## src/rtl/wake_cfg_pkg.sv

```systemverilog
package wake_cfg_pkg;
  localparam int DATA_W    = 32;
  localparam int UNLK_BIT  = 0;
  localparam int RSTEN_BIT = 4;
  localparam int DONE_BIT  = 31;

  typedef struct packed {
    logic launch;   // latch effective config into pad copy
    logic done;     // completion status for readback
  } ctlStrobe_t;

  typedef enum logic {ST_IDLE = 1'b0, ST_XFER = 1'b1} xferState_e;
endpackage

```

## src/rtl/wake_cfg_dp.sv

```systemverilog
module wake_cfg_dp
  import wake_cfg_pkg::*;
#(
  parameter int GPIO_N   = 4,
  parameter int ADDR_W   = 8,
  parameter logic [ADDR_W-1:0] CFG_ADDR = 8'h2C,
  localparam int CFG_W   = 1 + 2*GPIO_N
) (
  input  logic              clk,
  input  logic              rstN,
  input  logic              hibExitRst,
  input  logic              regWr,
  input  logic              regRd,
  input  logic [ADDR_W-1:0] regAddr,
  input  logic [DATA_W-1:0] regWdata,
  input  logic [GPIO_N-1:0] gpioWakeEn,
  input  logic [GPIO_N-1:0] gpioWakeLvl,
  input  ctlStrobe_t        strobe,
  output logic [DATA_W-1:0] regRdata,
  output logic [CFG_W-1:0]  padCfg,
  output logic              cfgDiffer,
  output logic              unlockQ
);
  logic rstEnQ;
  logic addrHit;
  logic [CFG_W-1:0] effCfg;

  assign addrHit = (regAddr == CFG_ADDR);

  always_ff @(posedge clk or negedge rstN) begin
    if (!rstN) begin
      unlockQ <= 1'b0;
      rstEnQ  <= 1'b0;
    end else if (hibExitRst) begin
      unlockQ <= 1'b0;
      rstEnQ  <= 1'b0;
    end else if (regWr && addrHit) begin
      unlockQ <= regWdata[UNLK_BIT];
      rstEnQ  <= regWdata[RSTEN_BIT];
    end
  end

  // Effective configuration: masked to zero while locked
  assign effCfg = unlockQ ? {rstEnQ, gpioWakeEn, gpioWakeLvl} : '0;

  always_ff @(posedge clk or negedge rstN) begin
    if (!rstN)              padCfg <= '0;
    else if (hibExitRst)    padCfg <= '0;
    else if (strobe.launch) padCfg <= effCfg;
  end

  assign cfgDiffer = (effCfg != padCfg);

  always_comb begin
    regRdata = '0;
    if (regRd && addrHit) begin
      regRdata[DONE_BIT]  = strobe.done;
      regRdata[RSTEN_BIT] = rstEnQ;
      regRdata[UNLK_BIT]  = unlockQ;
    end
  end
endmodule

```

## src/rtl/wake_cfg_ctl.sv

```systemverilog
module wake_cfg_ctl
  import wake_cfg_pkg::*;
(
  input  logic       clk,
  input  logic       rstN,
  input  logic       hibExitRst,
  input  logic       cfgDiffer,
  input  logic       unlockQ,
  input  logic       padAck,
  input  logic       hibReq,
  output ctlStrobe_t strobe,
  output logic       xferBusy,
  output logic       hibErr
);
  xferState_e state, stateNext;

  always_comb begin
    stateNext     = state;
    strobe.launch = 1'b0;
    unique case (state)
      ST_IDLE: if (cfgDiffer) begin
        strobe.launch = 1'b1;
        stateNext     = ST_XFER;
      end
      ST_XFER: if (padAck) stateNext = ST_IDLE;
      default: stateNext = ST_IDLE;
    endcase
  end

  assign xferBusy    = (state == ST_XFER);
  assign strobe.done = !xferBusy && !cfgDiffer;

  always_ff @(posedge clk or negedge rstN) begin
    if (!rstN) begin
      state  <= ST_IDLE;
      hibErr <= 1'b0;
    end else if (hibExitRst) begin
      state  <= ST_IDLE;
      hibErr <= 1'b0;
    end else begin
      state  <= stateNext;
      hibErr <= hibReq && unlockQ;
    end
  end
endmodule

```

## src/rtl/wake_cfg_top.sv

```systemverilog
module wake_cfg_top
  import wake_cfg_pkg::*;
#(
  parameter int GPIO_N = 4,
  parameter int ADDR_W = 8,
  parameter logic [ADDR_W-1:0] CFG_ADDR = 8'h2C
) (
  input  logic              clk,
  input  logic              rstN,
  input  logic              hibExitRst,
  input  logic              regWr,
  input  logic              regRd,
  input  logic [ADDR_W-1:0] regAddr,
  input  logic [31:0]       regWdata,
  output logic [31:0]       regRdata,
  input  logic [GPIO_N-1:0] gpioWakeEn,
  input  logic [GPIO_N-1:0] gpioWakeLvl,
  input  logic              padAck,
  input  logic              hibReq,
  output logic              padRstWakeEn,
  output logic [GPIO_N-1:0] padGpioWakeEn,
  output logic [GPIO_N-1:0] padGpioWakeLvl,
  output logic              padXferReq,
  output logic              hibErr
);
  localparam int CFG_W = 1 + 2*GPIO_N;

  ctlStrobe_t       strobe;
  logic             cfgDiffer;
  logic             unlockQ;
  logic [CFG_W-1:0] padCfg;

  wake_cfg_dp #(.GPIO_N(GPIO_N), .ADDR_W(ADDR_W), .CFG_ADDR(CFG_ADDR)) u_dp (
    .clk(clk), .rstN(rstN), .hibExitRst(hibExitRst),
    .regWr(regWr), .regRd(regRd), .regAddr(regAddr), .regWdata(regWdata),
    .gpioWakeEn(gpioWakeEn), .gpioWakeLvl(gpioWakeLvl),
    .strobe(strobe), .regRdata(regRdata), .padCfg(padCfg),
    .cfgDiffer(cfgDiffer), .unlockQ(unlockQ)
  );

  wake_cfg_ctl u_ctl (
    .clk(clk), .rstN(rstN), .hibExitRst(hibExitRst),
    .cfgDiffer(cfgDiffer), .unlockQ(unlockQ), .padAck(padAck), .hibReq(hibReq),
    .strobe(strobe), .xferBusy(padXferReq), .hibErr(hibErr)
  );

  assign padRstWakeEn   = padCfg[CFG_W-1];
  assign padGpioWakeEn  = padCfg[2*GPIO_N-1:GPIO_N];
  assign padGpioWakeLvl = padCfg[GPIO_N-1:0];
endmodule

```

## config.mk

```make
export PLATFORM = sky130hd
export DESIGN_NAME = wake_cfg_top
export DESIGN_NICKNAME = d
export VERILOG_FILES = /design/src/rtl/wake_cfg_pkg.sv /design/src/rtl/wake_cfg_dp.sv /design/src/rtl/wake_cfg_ctl.sv /design/src/rtl/wake_cfg_top.sv
export SDC_FILE = /design/constraint.sdc
export NUM_CORES = 1
export LEC_CHECK = 0
export BUFFER_PORTS_ARGS = -buffer_cell sky130_fd_sc_hd__buf_2
export CAP_MARGIN = 20
export CORE_MARGIN = 2
export CORE_UTILIZATION = 35
export CTS_CLUSTER_SIZE = 10
export DETAILED_ROUTE_END_ITERATION = 10
export GPL_TIMING_DRIVEN = 0
export PLACE_DENSITY = 0.75
export SYNTH_ARGS = -nofsm -noshare
export SYNTH_HDL_FRONTEND = slang
export SYNTH_SLANG_ARGS = --single-unit
```

## constraint.sdc

```tcl
create_clock -name clk -period 1.9 [get_ports clk]
set_input_delay 0.285 -clock clk [delete_from_list [all_inputs] [get_ports clk]]
set_output_delay 0.285 -clock clk [all_outputs]
set_load 0.01 [all_outputs]
```

==> run_results.csv <==
group,metric,value,unit
floorplan,initial_utilization,0.375,
grt,gr-total-overflow,0,
synthesis,async_flop_share,1.00,
floorplan,die-area,3490,sq um
cells_and_area,fin_nets,255,
synthesis,yosysMostFrequentCell,"buf_4",
clocking,cts_tree,"yes",
detailed_routing,wirelength,2.37,mm
sta,finalSetupViolCount,1,
pwr,irDropWorstVdd,0.334,mV
cells_and_area,stdcell_area,1510,sq um
pwr,power_density,389,nW/um^2
synthesis,synth_seq_area_share,0.307,
clocking,clkTransAtPathRegs,90,ps
synthesis,ys_seq_elements,13,
clocking,numCtsBuffers,3,
flow_run,drv_cap,0,
floorplan,io_pins,98,
detailed_routing,viasPerCell,4.34,
synthesis,syn_avg_cell_area,8.63,sq um
pwr,cellLeakagePower,0.000846,uW
cells_and_area,diodes,0,
synthesis,synthTopCellsByCount,"29 x buf_4, 13 x dfrtp_1, 12 x nand2_1",
detailed_routing,vias,999,
sta,fmax,0.480,GHz
critical_path,path_class,"in -> out",
floorplan,die_width,59.1,microns
sta,min_period,2080,ps
grt,grt_antenna_before_repair,0,
floorplan,core_area,2830,sq um
placement,dp_hpwl,1.80,mm
critical_path,start_kind,"input pin",
clocking,clk_path_buf_depth,2,
synthesis,synth_edf_count,0,
detailed_routing,dr.first_iter.drc_count,11,
sta,hold_viol,0,
sta,holdWs,209,ps
synthesis,yosys_warnings,0,
status,failed_checks,"setup timing",
grt,grt_pass1_vias,882,
critical_path,end_kind,"output port",
grt,grt_pass1_wl,3.71,mm
clocking,insertion_delay,280,ps
sta,slew_violations,0,
detailed_routing,ant_nets,0,
critical_path,path_max_fanout,2,
placement,io_buffers,38,
worst_hold_path,hp-class,"in -> reg",
status,status,"complete, but fails checks",
sta,clock_skew,1.61,ps
sta,fin_crit_sh,1.10,
detailed_routing,drcViolationCount,0,
grt,grt_max_degree,14,
critical_path,cpMaxStageDelayCell,"or4b_4",
sta,timing.final.ws_setup,-184,ps
floorplan,die_y,59.1,microns
clocking,cts_root_buffer,"clkbuf_4",
critical_path,required,1620,ps
synthesis,synthDominantCellAreaShare,0.307,
critical_path,crit_chain,"buf_6, or4b_4, nor4_4, nand3_1, nor4_2, buf_2",
grt,grt_use_total,0.136,
clocking,htreeDepth,1,
cells_and_area,drive_above_1_share,0.422,
critical_path,crit_path_max_incr_delay,530,ps
sta,rsz0062_at_grt,"yes",
synthesis,synth_ff_type,"dfrtp_1",
placement,dpl_cell_area,1400,sq um
placement,gp_congestion,0.726,
critical_path,arrival,1800,ps
synthesis,netlist_area,1060,sq um
synthesis,yosysUniqueCellTypes,31,
synthesis,netlist_instances,123,
floorplan,num_rows,19,
detailed_routing,routedWlPerCell,10.3,microns
synthesis,yosys.area.top_type,"dfrtp_1",
clocking,cts_sinks,13,
cells_and_area,area_growth,42.3,%
detailed_routing,first_pass_iters,4,
synthesis,netlist_top_cells_area,"dfrtp_1 31%, buf_4 21%, mux2i_1 5.7%",
[registers in the layout, summed over array words and instances, names as in the netlist]
name	flops
u_ctl.xferBusy	1
u_dp.unlockQ	1
u_dp.rstEnQ	1
u_dp.padCfg	9
u_ctl.hibErr	1
[worst paths after layout]
check | from | slack, ps | end | cells after the start
max reg2reg | u_dp.unlockQ$_DFFE_PN0P_ | 150 | u_dp.padCfg[1]$_DFFE_PN0P_ | 7
min | hibReq | 210 | u_ctl.hibErr$_DFF_PN0_ | 2
min reg2reg | u_dp.padCfg[6]$_DFFE_PN0P_ | 580 | u_dp.padCfg[6]$_DFFE_PN0P_ | 2
max | regAddr[4] | -180 | regRdata[31] | 6
min in group asynchronous | rstN | 410 | u_dp.unlockQ$_DFFE_PN0P_ | 2
max in group asynchronous | rstN | 1260 | u_dp.padCfg[8]$_DFFE_PN0P_ | 2
[what timing repair did]
item                       in CTS  in global routing
hold endpoints to repair       13                  0
hold buffers                    1                  0
setup endpoints to repair       3                  9
resized for setup               4                  3
setup buffers                   3                  2
pin swaps                       4                  3
[cell usage in the layout, fill, tap and decap left out]
cell	count
a21oi_1	6
buf_4	33
o31ai_4	1
a2bb2oi_1	3
nor2_1	8
dlygate4sd3_1	1
nand4_1	2
nand2b_1	7
nor4_4	1
inv_1	3
buf_2	37
and2_1	1
nand4b_1	3
a22o_1	1
xnor2_1	3
buf_6	2
and4bb_2	1
o21ai_1	1
o21a_1	1
clkbuf_4	3
o21ai_0	3
nor3_1	2
xor2_1	2
conb_1	29
o22ai_1	1
nand2_1	11
clkbuf_1	2
nor2_2	2
mux2i_1	6
nand3_1	4
buf_12	1
dfrtp_1	13
nor4_2	1
and3_1	1
or4b_4	1
nand2_4	1
a31oi_1	1
[per-layer routing]
layer	global-route usage	vias up	part of all wire
met3	0.0175	4	0.066
met4	0.0584	0	0.016
met5	0	-	0
met2	0.232	51	0.47
li1	-	517	-
met1	0.172	427	0.44
[where the power goes]
part	internal (uW)	switching, uW	leakage, uW
Combinational	67.4	60.7	0.000650
Sequential	277	0.247	0.000182
Clock	81.6	101	0.0000150
[stage by stage]
stage | total power, uW | setup slack [ps] | setup TNS, ps | std cells | util
after floorplan | 364 | 1.62 | 0 | 151 | -
after global placement | 403 | -201 | -268 | 220 | 0.493
after detailed placement | 403 | -198 | -263 | 220 | 0.493
after CTS | 584 | -136 | -253 | 228 | 0.521
after global routing | 611 | -252 | -265 | 230 | 0.534
final | 587 | -184 | -184 | 230 | 0.534
[kinds of logic (layout without fill, tap and decap cells)]
family | after synthesis | in the layout | share of synthesized area
AO/OA/AOI/OAI | 18 | 18 | 0.119
other | 1 | 29 | 0.00353
AND/OR/NAND/NOR | 46 | 46 | 0.243
multiplexers | 6 | 6 | 0.0566
flip-flops | 13 | 13 | 0.307
XOR/XNOR | 5 | 5 | 0.0413
buffers and inverters | 34 | 82 | 0.230
[final cells by class]
type	count	area (sq um)
Buffer	31	233
Clock buffer	4	26.3
Sequential cell	13	325
Multi-Input combinational cell	104	619
Inverter	3	11.3
Timing Repair Buffer	44	256
Tap cell	31	38.8
Fill cell	282	1320
[critical path: cells and delay by family]
family | cells | cell delay, ps
buffers and inverters | 2 | 270
AND/OR/NAND/NOR | 4 | 1240
Note: power is estimated with default switching activity, not from simulation.
